==> src/rtl/eth_tx_pkg.sv <==
package eth_tx_pkg;

  typedef enum logic [2:0] {
    ST_IDLE,
    ST_PRE,
    ST_SFD,
    ST_BODY,
    ST_PAD,
    ST_FCS,
    ST_DROP
  } tx_state_e;

  localparam logic [7:0]  PRE_BYTE      = 8'h55;
  localparam logic [7:0]  SFD_BYTE      = 8'hD5;
  localparam logic [7:0]  PAD_BYTE      = 8'h00;
  localparam logic [31:0] CRC_POLY_REFL = 32'hEDB88320;
  localparam logic [31:0] CRC_INIT      = 32'hFFFFFFFF;

endpackage

==> src/rtl/eth_tx_crc32.sv <==
module eth_tx_crc32
  import eth_tx_pkg::*;
#(
  parameter logic [31:0] POLY = CRC_POLY_REFL,
  parameter logic [31:0] INIT = CRC_INIT
) (
  input  logic        clk,
  input  logic        rst,
  input  logic        init,
  input  logic        upd,
  input  logic [7:0]  din,
  output logic [31:0] crc_q
);

  logic [31:0] crc_nxt;

  // one byte, least significant bit first
  always_comb begin
    crc_nxt = crc_q;
    for (int b = 0; b < 8; b++) begin
      logic fb;
      fb      = crc_nxt[0] ^ din[b];
      crc_nxt = {1'b0, crc_nxt[31:1]};
      if (fb) crc_nxt = crc_nxt ^ POLY;
    end
  end

  always_ff @(posedge clk) begin
    if (rst || init) crc_q <= INIT;
    else if (upd)    crc_q <= crc_nxt;
  end

endmodule

==> src/rtl/eth_tx_seq.sv <==
module eth_tx_seq
  import eth_tx_pkg::*;
#(
  parameter int PRE_LEN  = 7,
  parameter int MIN_BODY = 60,
  parameter int MAX_BODY = 1514
) (
  input  logic        clk,
  input  logic        rst,
  input  logic        load,
  input  logic        pad_en,
  input  logic        crc_en,
  input  logic [7:0]  in_data,
  input  logic        in_valid,
  input  logic        in_sop,
  input  logic        in_eop,
  output logic        in_ready,
  input  logic [31:0] crc_q,
  output logic        crc_init,
  output logic        crc_upd,
  output logic [7:0]  crc_din,
  output logic        emit,
  output logic [7:0]  emit_data,
  output logic        emit_last,
  output logic        err
);

  localparam int CNT_W = $clog2(MAX_BODY + 5) + 1;
  localparam int SUB_W = ($clog2(PRE_LEN) > 2) ? $clog2(PRE_LEN) : 2;

  tx_state_e          st_q, st_n;
  logic [CNT_W-1:0]   cnt_q, cnt_n;
  logic [SUB_W-1:0]   sub_q, sub_n;
  logic               cfg_pad_q, cfg_pad_n;
  logic               cfg_crc_q, cfg_crc_n;
  logic [CNT_W-1:0]   limit;
  logic [CNT_W-1:0]   cnt_inc;
  logic [31:0]        fcs_word;

  assign limit    = cfg_crc_q ? CNT_W'(MAX_BODY) : CNT_W'(MAX_BODY + 4);
  assign cnt_inc  = cnt_q + 1'b1;
  assign fcs_word = ~crc_q >> {sub_q[1:0], 3'b000};

  always_comb begin
    st_n      = st_q;
    cnt_n     = cnt_q;
    sub_n     = sub_q;
    cfg_pad_n = cfg_pad_q;
    cfg_crc_n = cfg_crc_q;
    in_ready  = 1'b0;
    crc_init  = 1'b0;
    crc_upd   = 1'b0;
    crc_din   = in_data;
    emit      = 1'b0;
    emit_data = PAD_BYTE;
    emit_last = 1'b0;
    err       = 1'b0;
    unique case (st_q)
      ST_IDLE: begin
        if (in_valid && in_sop) begin
          crc_init  = 1'b1;
          cfg_pad_n = pad_en;
          cfg_crc_n = crc_en;
          cnt_n     = '0;
          sub_n     = '0;
          st_n      = ST_PRE;
        end
      end
      ST_PRE: begin
        if (load) begin
          emit      = 1'b1;
          emit_data = PRE_BYTE;
          if (sub_q == SUB_W'(PRE_LEN - 1)) st_n  = ST_SFD;
          else                              sub_n = sub_q + 1'b1;
        end
      end
      ST_SFD: begin
        if (load) begin
          emit      = 1'b1;
          emit_data = SFD_BYTE;
          st_n      = ST_BODY;
        end
      end
      ST_BODY: begin
        in_ready = load;
        if (in_valid && load) begin
          if (cnt_q == limit) begin
            err  = 1'b1;
            st_n = in_eop ? ST_IDLE : ST_DROP;
          end else begin
            emit      = 1'b1;
            emit_data = in_data;
            crc_upd   = cfg_crc_q;
            cnt_n     = cnt_inc;
            if (in_eop) begin
              sub_n = '0;
              if (!cfg_crc_q) begin
                emit_last = 1'b1;
                st_n      = ST_IDLE;
              end else if (cfg_pad_q && (cnt_inc < CNT_W'(MIN_BODY))) begin
                st_n = ST_PAD;
              end else begin
                st_n = ST_FCS;
              end
            end
          end
        end
      end
      ST_PAD: begin
        if (load) begin
          emit      = 1'b1;
          emit_data = PAD_BYTE;
          crc_upd   = 1'b1;
          crc_din   = PAD_BYTE;
          cnt_n     = cnt_inc;
          if (cnt_inc == CNT_W'(MIN_BODY)) st_n = ST_FCS;
        end
      end
      ST_FCS: begin
        if (load) begin
          emit      = 1'b1;
          emit_data = fcs_word[7:0];
          if (sub_q[1:0] == 2'd3) begin
            emit_last = 1'b1;
            st_n      = ST_IDLE;
          end else begin
            sub_n = sub_q + 1'b1;
          end
        end
      end
      ST_DROP: begin
        in_ready = 1'b1;
        if (in_valid && in_eop) st_n = ST_IDLE;
      end
      default: st_n = ST_IDLE;
    endcase
  end

  always_ff @(posedge clk) begin
    if (rst) begin
      st_q      <= ST_IDLE;
      cnt_q     <= '0;
      sub_q     <= '0;
      cfg_pad_q <= 1'b0;
      cfg_crc_q <= 1'b0;
    end else begin
      st_q      <= st_n;
      cnt_q     <= cnt_n;
      sub_q     <= sub_n;
      cfg_pad_q <= cfg_pad_n;
      cfg_crc_q <= cfg_crc_n;
    end
  end

endmodule

==> src/rtl/eth_tx_framer.sv <==
module eth_tx_framer
  import eth_tx_pkg::*;
#(
  parameter int PRE_LEN  = 7,
  parameter int MIN_BODY = 60,
  parameter int MAX_BODY = 1514
) (
  input  logic       clk,
  input  logic       rst,
  input  logic       pad_en,
  input  logic       crc_en,
  input  logic [7:0] in_data,
  input  logic       in_valid,
  input  logic       in_sop,
  input  logic       in_eop,
  output logic       in_ready,
  output logic [7:0] out_data,
  output logic       out_valid,
  output logic       out_last,
  input  logic       out_ready,
  output logic       err_oversize
);

  logic        load;
  logic        emit, emit_last, err;
  logic [7:0]  emit_data;
  logic        crc_init, crc_upd;
  logic [7:0]  crc_din;
  logic [31:0] crc_q;

  assign load = !out_valid || out_ready;

  eth_tx_seq #(
    .PRE_LEN (PRE_LEN),
    .MIN_BODY(MIN_BODY),
    .MAX_BODY(MAX_BODY)
  ) u_seq (
    .clk      (clk),
    .rst      (rst),
    .load     (load),
    .pad_en   (pad_en),
    .crc_en   (crc_en),
    .in_data  (in_data),
    .in_valid (in_valid),
    .in_sop   (in_sop),
    .in_eop   (in_eop),
    .in_ready (in_ready),
    .crc_q    (crc_q),
    .crc_init (crc_init),
    .crc_upd  (crc_upd),
    .crc_din  (crc_din),
    .emit     (emit),
    .emit_data(emit_data),
    .emit_last(emit_last),
    .err      (err)
  );

  eth_tx_crc32 u_crc (
    .clk  (clk),
    .rst  (rst),
    .init (crc_init),
    .upd  (crc_upd),
    .din  (crc_din),
    .crc_q(crc_q)
  );

  always_ff @(posedge clk) begin
    if (rst) begin
      out_valid    <= 1'b0;
      out_data     <= '0;
      out_last     <= 1'b0;
      err_oversize <= 1'b0;
    end else begin
      err_oversize <= err;
      if (load) begin
        out_valid <= emit;
        out_data  <= emit_data;
        out_last  <= emit_last;
      end
    end
  end

endmodule

==> config.mk <==
export PLATFORM = sky130hd
export DESIGN_NAME = eth_tx_framer
export DESIGN_NICKNAME = d
export VERILOG_FILES = /design/src/rtl/eth_tx_pkg.sv /design/src/rtl/eth_tx_crc32.sv /design/src/rtl/eth_tx_seq.sv /design/src/rtl/eth_tx_framer.sv
export SDC_FILE = /design/constraint.sdc
export NUM_CORES = 1
export LEC_CHECK = 0
export BUFFER_PORTS_ARGS = -buffer_cell sky130_fd_sc_hd__buf_2
export CORE_MARGIN = 2
export CORE_UTILIZATION = 25
export DETAILED_ROUTE_END_ITERATION = 10
export GPL_TIMING_DRIVEN = 0
export PLACE_DENSITY_LB_ADDON = 0.25
export SYNTH_ARGS = -nofsm -noshare
export SYNTH_HDL_FRONTEND = slang
export SYNTH_SLANG_ARGS = --single-unit
==> constraint.sdc <==
create_clock -name clk -period 2.35 [get_ports clk]
set_input_delay 0.235 -clock clk [delete_from_list [all_inputs] [get_ports clk]]
set_output_delay 0.235 -clock clk [all_outputs]
set_load 0.02 [all_outputs]
=== Yosys cells after proc, flatten, opt, wreduce, memory -nomap -nowiden ===
Cells that the tools add are included.
W data, S select, Z words.

* Flip-flop bits (word level): 63
* Input bits: 16
* Output and inout bits: 12
* Logic and storage cells: 135

* $add $sub $neg: 2
* Magnitude comparators: 1
* Eq/ne operators: 25
* Shifts and indexed selects: 1
* Multiplexer cells: 61
* Bitwise operators: 19
* Reduce and logical (&&, ||, !) cells: 16

{| class="wikitable"
|+ Operators with widths
! kind !! number
|-
| $mux W32 || 8
|-
| $not A13 Y14 || 8
|-
| $mux W3 || 23
|-
| $mux W12 || 4
|-
| $pmux W12 S3 || 1
|-
| $mux W8 || 4
|-
| $not A32 Y32 || 1
|-
| $pmux W8 S4 || 1
|-
| $shr A32 B5 Y8 || 1
|-
| $pmux W3 S7 || 1
|-
| $ne A2 B1 Y1 const B || 10
|-
| $mux W1 || 14
|-
| $add A12 B1 Y12 const B || 1
|-
| $eq A12 B12 Y1 || 1
|-
| $eq A12 B6 Y1 const B || 1
|-
| $eq A3 B3 Y1 const B || 4
|-
| $lt A12 B6 Y1 const B || 1
|-
| $pmux W3 S4 || 1
|-
| $reduce_and A11 Y1 || 1
|-
| $reduce_and A9 Y1 || 1
|-
| $ne A2 B2 Y1 const B || 4
|-
| $pmux W1 S2 || 4
|-
| $xor A1 B1 Y1 || 8
|-
| $eq A3 B2 Y1 const B || 2
|-
| other kinds (15) || 20
|}

=== Longest topological paths before layout ===
Gate-level depths: netlist of run 1.

* Depth after elaboration: 20
* Depth in mapped cells: 11
* Mapped depth without buffers: 9

=== By module ===
From an unflattened synthesis of run 1, not the netlist that was laid out.

* Cells, all modules: 492
* Area, all modules: 4237.8 um2

{| class="wikitable"
|+ Modules (own cells, without submodules)
! module !! times used !! cells an instance !! area each (um2) !! sequential area each (um2)
|-
| eth_tx_seq || 1 || 252 || 1908.1 || 400.4
|-
| eth_tx_crc32 || 1 || 194 || 1851.8 || 640.6
|-
| eth_tx_framer || 1 || 46 || 478.0 || 220.2
|}

=== Worst setup path before layout of run 1 ===
OpenSTA, ideal clock, no wires.

* Kind: flip-flop to flip-flop
* Start: register u_seq.st_q[0]
* End: register u_crc.crc_q[24]
* Arrival: 2.099 ns
* Setup slack: 0.123 ns
* Stages on the path, launching flop included: 10
* Path buffers: 2
* Clock period less this slack: 2.227 ns
* Path through: dfxtp_1 > buf_6 > or3b_4 > buf_6 > o21ai_4 > xor2_2 > xnor2_1 > xnor3_1 > nor2_1 > o21ai_1

* Longest elaborated chain between the ends: 16
* Elaborated cells between the ends (all ways): 26
* Classes of those cells: eq/ne (2); mux (11); bitwise (11); reduce/logical (2)

{| class="wikitable"
|+ Ends and longest elaborated chain
! element !! RTL line !! text
|-
| start: declaration || eth_tx_seq.sv:31 || <nowiki>tx_state_e st_q, st_n;</nowiki>
|-
| start signal: assignment || eth_tx_seq.sv:147 || <nowiki>st_q <= st_n;</nowiki>
|-
| $eq A3 B3 Y1 || eth_tx_seq.sv:58 || <nowiki>unique case (st_q)</nowiki>
|-
| $mux W8 || eth_tx_seq.sv:58 ||
|-
| $xor A1 B1 Y1 || eth_tx_crc32.sv:22 || <nowiki>fb = crc_nxt[0] ^ din[b];</nowiki>
|-
| $mux W32 || eth_tx_crc32.sv:24 || <nowiki>if (fb) crc_nxt = crc_nxt ^ POLY;</nowiki>
|-
| $not A13 Y14 (no line) || n/a ||
|-
| $mux W32 || eth_tx_crc32.sv:24 ||
|-
| $not A13 Y14 (no line) || n/a ||
|-
| $mux W32 (2 in a row) || eth_tx_crc32.sv:24 ||
|-
| $not A13 Y14 (no line) || n/a ||
|-
| $mux W32 || eth_tx_crc32.sv:24 ||
|-
| $not A13 Y14 (no line) || n/a ||
|-
| $mux W32 (2 in a row) || eth_tx_crc32.sv:24 ||
|-
| $not A13 Y14 (no line) || n/a ||
|-
| $mux W32 || eth_tx_crc32.sv:24 ||
|-
| end signal: assignment || eth_tx_crc32.sv:30 || <nowiki>else if (upd) crc_q <= crc_nxt;</nowiki>
|-
| end: declaration || eth_tx_crc32.sv:12 || <nowiki>output logic [31:0] crc_q</nowiki>
|}

Parallel ways exist; a longest one is shown, timed or not.
A chain may end at the register's enable or synchronous reset.

=== Worst setup path after layout of run 1 ===
* Start: register u_seq.st_q[2]
* End: register u_crc.crc_q[19]

* Longest elaborated chain between the ends: 16
* Elaborated cells between the ends (all ways): 27
* Classes of those cells: eq/ne (2); mux (11); bitwise (12); reduce/logical (2)

{| class="wikitable"
|+ Ends and longest elaborated chain
! element !! RTL line
|-
| $eq A3 B3 Y1 || eth_tx_seq.sv:58
|-
| $mux W8 || eth_tx_seq.sv:58
|-
| $xor A1 B1 Y1 || eth_tx_crc32.sv:22
|-
| $mux W32 (2 in a row) || eth_tx_crc32.sv:24
|-
| $not A13 Y14 (no line) || n/a
|-
| $mux W32 || eth_tx_crc32.sv:24
|-
| $not A13 Y14 (no line) || n/a
|-
| $mux W32 (2 in a row) || eth_tx_crc32.sv:24
|-
| $not A13 Y14 (no line) || n/a
|-
| $mux W32 || eth_tx_crc32.sv:24
|-
| $not A13 Y14 (no line) || n/a
|-
| $mux W32 || eth_tx_crc32.sv:24
|-
| $not A13 Y14 (no line) || n/a
|-
| $mux W32 || eth_tx_crc32.sv:24
|}

Parallel ways exist; a longest one is shown, timed or not.

==> run summary, run 1 <==
SETUP PATH
-------------------------------------------------------------------------------------------------
Path depth of the worst reg2reg path                                                            8
Startpoint-to-endpoint class of the critical path                                      reg -> reg
Worst-path fanout max                                                                          10
Capturing instance or port of the critical path                                      u_crc.crc_q[19]
Worst reg2reg setup slack                                                                 0.04 ns
Critical path startpoint                                                             u_seq.st_q[2]
Cell with the largest stage delay on the worst path                                       xnor3_2
Reg2Reg Capture Point                                                                u_crc.crc_q[19]
Worst path required time                                                                  2.56 ns
Type of element launching the critical path                                                  flop
Max stage delay on crit path                                                              0.55 ns
Crit-path cells                                                                      buf_4, nor3b_4, buf_12, a21oi_1, xnor2_2, xnor3_2, xnor2_1, o211ai_1
Critical register-to-register path startpoint                                        u_seq.st_q[2]
Worst setup EP type                                                                          flop
Data arrival time of the critical path                                                    2.52 ns

FINAL LAYOUT
-------------------------------------------------------------------------------------------------
Number of nets in the finished design                                                         588
Ratio of cells with drive above 1 in the final layout                                      0.2496
Antenna Cells                                                                                   0
Area overhead of the layout relative to synthesis                                          28.42%
Fill cell instance count of the final layout                                                 1751

FLOORPLANNING
-------------------------------------------------------------------------------------------------
Floorplan row count                                                                            47
Total Die Area                                                                          18090 um2
Die width                                                                                134.5 um
I/O pin cnt                                                                                    28
Chip Height                                                                              134.5 um
Core box area                                                                           16640 um2
Initial cell density of the core                                                           0.2558

SYNTH
-------------------------------------------------------------------------------------------------
Ys async rst share                                                                              0
Most repeated cell in the gate-level netlist after synthesis                               nor2_1
Cells taking the most area after synthesis                                           dfxtp_1 (30%), xnor2_1 (8.8%), xor2_1 (6.6%)
Largest area contributor in the netlist                                                   dfxtp_1
List of most frequent post-synthesis cells                                           nor2_1 (69), dfxtp_1 (63), nand2_1 (44)
EDFF count, synth                                                                               0
Post-synthesis register bit count                                                              63
Gate count after technology mapping                                                           505
Sequential cell area fraction in the yosys report                                          0.2963
Post-Synthesis Net Count                                                                      525
Synth warnings                                                                                  0
Post-Synthesis Mean Instance Area                                                       8.429 um2
Top FF cell, synth                                                                        dfxtp_1
Synthesized cell area                                                                    4257 um2
Number of distinct library cell variants in the gate-level netlist after synthesis             59
Share of the synthesized area in the top cell type                                         0.2963

DRT
-------------------------------------------------------------------------------------------------
Drc violations                                                                                  0
Number of routed nets with antenna violations                                                   0
Number of violations reported at the end of detailed-routing iteration 0                      220
DRT Wirelength                                                                           13.43 mm
Number of optimization iterations in the first detailed-route pass                              4
Routed wire per std cell                                                                 16.93 um
Via-per-instance ratio                                                                      4.956
Vias                                                                                         3930

CLOCK TREE
-------------------------------------------------------------------------------------------------
Root buffer selected by CTS                                                             clkbuf_16
Number of buffers created by CTS                                                                9
Clock latency at the later pin of the worst-skew pair                                     0.34 ns
Clk slew on worst S/H paths                                                               0.06 ns
Maximum count of clock buffers along a single path                                              2
Sink Count                                                                                     63
Clock tree from TritonCTS                                                                     yes
Clock H-tree levels                                                                             3
CTS Hold Buffers Added                                                                          0

TIMING
-------------------------------------------------------------------------------------------------
Count of final max-slew check failures                                                          0
Worst Clk Skew                                                                        0.009221 ns
Final Hold Viols                                                                                0
Minimum clock period                                                                     2.311 ns
Actual transition at the worst max-transition pin                                       0.7413 ns
Final Hold Slack                                                                        0.1398 ns
Max transition margin                                                                      0.5058
Worst Slack Setup Final                                                                0.03894 ns
Final setup vio count                                                                           0
Highest clock rate                                                                      432.7 MHz
Ratio of final minimum period to clock period                                              0.9834
RSZ-0062 raised after global routing                                                          yes

GLOBAL ROUTING
-------------------------------------------------------------------------------------------------
Grt total ovfl                                                                                  0
Via count of the first global-routing pass                                                   3767
Pin count of the biggest net entering global routing                                           12
Global-route wire length before repair                                                   20.82 mm
Initial antenna violation count                                                                 0
Global routing usage summed across all routing layers                                      0.1483

PLACEMENT
-------------------------------------------------------------------------------------------------
PortBufs                                                                                       26
Weighted congestion reported at the end of routability-driven placement                    0.8825
Post-DP HPWL                                                                             9.555 mm
Post-placement setup slack                                                             -0.3423 ns

POWER
-------------------------------------------------------------------------------------------------
Pwr/cell area                                                                        712.8 nW/um2
Worst-case vdd ir drop                                                                  0.3602 mV
Standby leakage power                                                                    2.046 nW

RUN STATUS
-------------------------------------------------------------------------------------------------
Run status                                                                           finished clean

HOLD PATH
-------------------------------------------------------------------------------------------------
Worst hold-check path type                                                              in -> reg

JOB
-------------------------------------------------------------------------------------------------
Max-capacitance violation count                                                                 0

[how the worst min path moves through the flow]
stage | slack [ns] | cells past startpoint | end | start
after CTS | 0.13 | 3 | u_seq.cfg_pad_q | pad_en
after detailed placement | 0.45 | 2 | out_last | out_last
after floorplan | 0.38 | 2 | u_seq.cfg_pad_q | pad_en
final | 0.14 | 3 | u_seq.cfg_pad_q | pad_en
after global placement | 0.45 | 2 | out_last | out_last
after global routing | 0.16 | 3 | u_seq.cfg_pad_q | pad_en
[cell type report]
class                   instances  area (um2)  area share
inverters                       5       18.77    0.003433
multi-input cells             406        2992      0.5473
repair buffers                 54       415.4     0.07599
clock buffers                  11       252.7     0.04623
clock inverters                 5       56.30     0.01030
flip-flops and latches         63        1265      0.2314
well taps                     220       275.3     0.05035
plain buffers                  29       191.4     0.03502
[power by group]
group          switching (mW)  leakage [nW]  internal (mW)
logic                   0.812          1.38          0.523
clock network           0.516         0.152          0.877
registers              0.0433         0.511           1.12
[cells by family (layout without fill, tap and decap cells)]
logic type	after synthesis	in the layout	share of synthesized area
adder cells (fa/ha/maj)	4	4	0.01176
AND/OR/NAND/NOR	179	179	0.2064
buffers and inverters	36	104	0.03821
multiplexers	11	11	0.04938
AO/OA/AOI/OAI	125	125	0.1855
XOR/XNOR	87	87	0.2125
flip-flops	63	63	0.2963
[cells in the final DEF (no fill, tap or decap), types with 22 or more instances in the layout]
cell type	instances
xnor2_1	38
buf_2	30
nand2_1	42
a21oi_1	34
dfxtp_1	60
o21ai_0	32
xor2_1	29
buf_4	24
nor2_1	68
o211ai_1	22
[repair_timing]
action | in CTS | in global routing
pin swaps | 2 | 11
resized for setup | 22 | 44
buffers inserted | 8 | 19
gates cloned | 0 | 1
endpoints found under the setup margin | 38 | 43
[state kept, by name, summed over array words and instances, names as in the netlist]
register / count
err_oversize: 1
out_last: 1
u_seq.cfg_pad_q: 1
out_valid: 1
u_seq.st_q: 3
out_data: 8
u_crc.crc_q: 32
u_seq.cfg_crc_q: 1
u_seq.sub_q: 3
u_seq.cnt_q: 12
[metrics by stage]
step	util	power (mW)	instances	setup TNS [ns]	area, um2
3_3_place_gp	0.2801	2.364	751	-7.825	4662
3_5_place_dp	0.2801	2.370	751	-8.458	4662
5_1_grt	0.3285	4.069	793	-0.1130	5466
4_1_cts	0.3087	3.808	775	0	5137
2_1_floorplan	-	2.052	505	0	4257
6_report	0.3285	3.897	793	0	5466
[critical path, delay by kind of cell (launching register included)]
kind	cells	cell delay (ns)
flops	1	0.33
buf+inv	2	0.33
compound gates	2	0.20
xor+xnor	3	1.08
simple gates	1	0.24
[per-layer routing]
| metal | up-vias | routed length (um) | track usage |
|---|---|---|---|
| met5 | - | 0 | 0 |
| met4 | 0 | 295 | 0.05029 |
| met3 | 20 | 671 | 0.03191 |
| met2 | 119 | 6631 | 0.2491 |
| met1 | 1904 | 5829 | 0.1890 |
| li1 | 1887 | - | - |
No activity file was read; power rests on OpenSTA's default activity.
==> inputs of run 2 (changes only) <==
Settings changed: RECOVER_POWER from default to 25.
==> run 2 against run 1 <==
  * Sequential share of layout area increased by 0.064 points
  * Clock skew rose by 0.0011 ns
  * First-iteration DRC count unchanged
  * Combinational power about the same
  * Fmax about the same
  * Total power down 0.17%
  * Register-to-register slack is essentially flat
  * Die area is the same
  * Critical path type unchanged
==> run summary, run 2 (synthesis gave the netlist of run 1 again) <==
RUN STATUS
---------------------------------------------------------------------------------------
Run status                                                                 finished clean

CLOCK TREE
---------------------------------------------------------------------------------------
Clock tree from TritonCTS                                                           yes
Maximum count of clock buffers along a single path                                    2
Number of buffers created by CTS                                                      9
CTS Hold Buffers Added                                                                0
Root buffer selected by CTS                                                   clkbuf_16
Clk slew on worst S/H paths                                                     0.06 ns
Sink Count                                                                           63
Clock latency at the later pin of the worst-skew pair                           0.34 ns
Clock H-tree levels                                                                   3

DRT
---------------------------------------------------------------------------------------
Drc violations                                                                        0
Number of optimization iterations in the first detailed-route pass                    4
Met2 Routed Length                                                             6.633 mm
Routed wire per std cell                                                       16.94 um
Metal3 WL                                                                        684 um
Number of routed nets with antenna violations                                         0
Total routed wire length on the met1 layer                                     5.821 mm
Highest layer used for signal routing                                              met4
Vias                                                                               3939
Via-per-instance ratio                                                            4.967
DRT Wirelength                                                                 13.43 mm
Number of violations reported at the end of detailed-routing iteration 0            220

SETUP PATH
---------------------------------------------------------------------------------------
Crit-path cells                                                            buf_4, nor3b_4, buf_12, a21oi_1, xnor2_2, xnor3_2, xor2_2, nor2_2, o21ai_1
Worst-path fanout max                                                                10
Type of element launching the critical path                                        flop
Data arrival time of the critical path                                          2.53 ns
Path depth of the worst reg2reg path                                                  9
Worst reg2reg setup slack                                                       0.04 ns
Worst setup EP type                                                                flop
Total number of cells along the worst setup path                                      9
Capturing instance or port of the critical path                            u_crc.crc_q[22]
Max stage delay on crit path                                                    0.55 ns
Critical path startpoint                                                   u_seq.st_q[2]
Startpoint-to-endpoint class of the critical path                            reg -> reg
Cell with the largest stage delay on the worst path                             xnor3_2
Largest delay contributor family on the critical path                      XOR/XNOR gates
Worst path required time                                                        2.57 ns
Number of buffers and inverters on the critical path                                  2
Reg2Reg Capture Point                                                      u_crc.crc_q[22]
Critical register-to-register path startpoint                              u_seq.st_q[2]

FINAL LAYOUT
---------------------------------------------------------------------------------------
Commonest cells after routing, fill and taps aside                         nor2_1 (68), dfxtp_1 (60), nand2_1 (42)
Biggest regs                                                               u_crc.crc_q (32), u_seq.cnt_q (12), out_data (8)
Flip-flop count of the largest register after layout                                 32
Most common library cell in the layout ignoring fill and taps                    nor2_1
Antenna Cells                                                                         0
Final Instance Count excl. Fillers                                                  793
Number of nets in the finished design                                               588
Register containing the most flip-flops in the final layout                 u_crc.crc_q
Ratio of cells with drive above 1 in the final layout                            0.2286
Area overhead of the layout relative to synthesis                                28.07%
Fill cell instance count of the final layout                                       1751
Finished Core Util                                                               0.3276

TIMING
---------------------------------------------------------------------------------------
Final TNS setup                                                                    0 ns
Final Hold Slack                                                              0.1403 ns
Minimum clock period                                                           2.310 ns
RSZ-0062 raised after global routing                                                yes
Max transition margin                                                            0.5058
Highest clock rate                                                            432.9 MHz
Count of final max-slew check failures                                                0
Actual transition at the worst max-transition pin                             0.7413 ns
Worst Clk Skew                                                               0.01027 ns
Ratio of final minimum period to clock period                                    0.9829
Final setup vio count                                                                 0
Final Hold Viols                                                                      0

PLACEMENT
---------------------------------------------------------------------------------------
PortBufs                                                                             26
Post-DP HPWL                                                                   9.555 mm
Weighted congestion reported at the end of routability-driven placement          0.8825
Placed Instances                                                                    751

FLOORPLANNING
---------------------------------------------------------------------------------------
I/O pin cnt                                                                          28
Floorplan row count                                                                  47
Initial cell density of the core                                                 0.2558
Chip Height                                                                    134.5 um
Core box area                                                                 16640 um2
Die width                                                                      134.5 um
Total Die Area                                                                18090 um2

POWER
---------------------------------------------------------------------------------------
Design internal power                                                          2.517 mW
Standby leakage power                                                          1.994 nW
P_sw                                                                           1.373 mW
Worst-case vdd ir drop                                                        0.3601 mV
Share of power burned in the clock network                                        0.358
Sequential group share of total power                                             0.301
Pwr/cell area                                                              713.5 nW/um2
Combinational Power Share                                                         0.341
Overall power of the completed layout                                          3.890 mW
Fraction of power spent switching nets                                           0.3530

GLOBAL ROUTING
---------------------------------------------------------------------------------------
Global routing usage summed across all routing layers                            0.1483
Initial antenna violation count                                                       0
Via count of the first global-routing pass                                         3767
Pin count of the biggest net entering global routing                                 12
Global-route wire length before repair                                         20.82 mm
Grt total ovfl                                                                        0

JOB
---------------------------------------------------------------------------------------
Max-capacitance violation count                                                       0

HOLD PATH
---------------------------------------------------------------------------------------
Worst hold-check path type                                                    in -> reg

==> run 2: worst min-delay path, delay by kind of cell <==
kind / cells / cell delay [ns]
buffers and inverters: 1 / 0.07
multiplexers: 1 / 0.06
AND/OR/NAND/NOR: 1 / 0.07
==> run 2: power by group through the flow <==
stage / registers [mW] / logic [mW] / clock network [mW]
global route: 1.18 / 1.44 / 1.45
CTS: 1.17 / 1.22 / 1.43
finish: 1.17 / 1.33 / 1.39
detailed placement: 1.19 / 1.18 / 0
floorplan: 1.21 / 0.837 / 0
global placement: 1.19 / 1.17 / 0
==> run 2: through the flow <==
step / setup slack [ns] / cell area, um2
final: 0.04011 / 5451
after global routing: -0.02907 / 5451
after CTS: 0.01005 / 5137
after detailed placement: -0.3423 / 4662
after global placement: -0.3307 / 4662
after floorplan: 0.1233 / 4257
==> run 2: what timing repair did <==
| item | in CTS | in global routing |
|---|---|---|
| setup endpoints to repair | 38 | 43 |
| gates cloned | 0 | 1 |
| pin swaps | 2 | 11 |
| gates resized for setup | 22 | 44 |
| buffers inserted | 8 | 19 |
==> run 2: final cells by class <==
| cell class | count | area [um2] | share of cell area |
|---|---|---|---|
| Buffer | 29 | 191.4 | 0.03512 |
| Sequential cell | 63 | 1265 | 0.2320 |
| Tap cell | 220 | 275.3 | 0.05049 |
| Inverter | 5 | 18.77 | 0.003443 |
| Timing Repair Buffer | 54 | 400.4 | 0.07345 |
| Multi-Input combinational cell | 406 | 2992 | 0.5488 |
| Clock inverter | 5 | 56.30 | 0.01033 |
| Clock buffer | 11 | 252.7 | 0.04636 |
==> run 2: worst min-delay path by stage <==
stage | from | endpoint | slack, ns | cells past startpoint
6_report | pad_en | u_seq.cfg_pad_q | 0.14 | 3
5_1_grt | pad_en | u_seq.cfg_pad_q | 0.16 | 3
4_1_cts | pad_en | u_seq.cfg_pad_q | 0.13 | 3
3_5_place_dp | out_last | out_last | 0.45 | 2
3_3_place_gp | out_last | out_last | 0.45 | 2
2_1_floorplan | pad_en | u_seq.cfg_pad_q | 0.38 | 2
==> run 2: per-layer routing <==
metal | global-route usage | vias to the layer above
li1 | - | 1885
met1 | 0.1890 | 1914
met2 | 0.2491 | 120
met3 | 0.03191 | 20
met4 | 0.05029 | 0
met5 | 0 | -
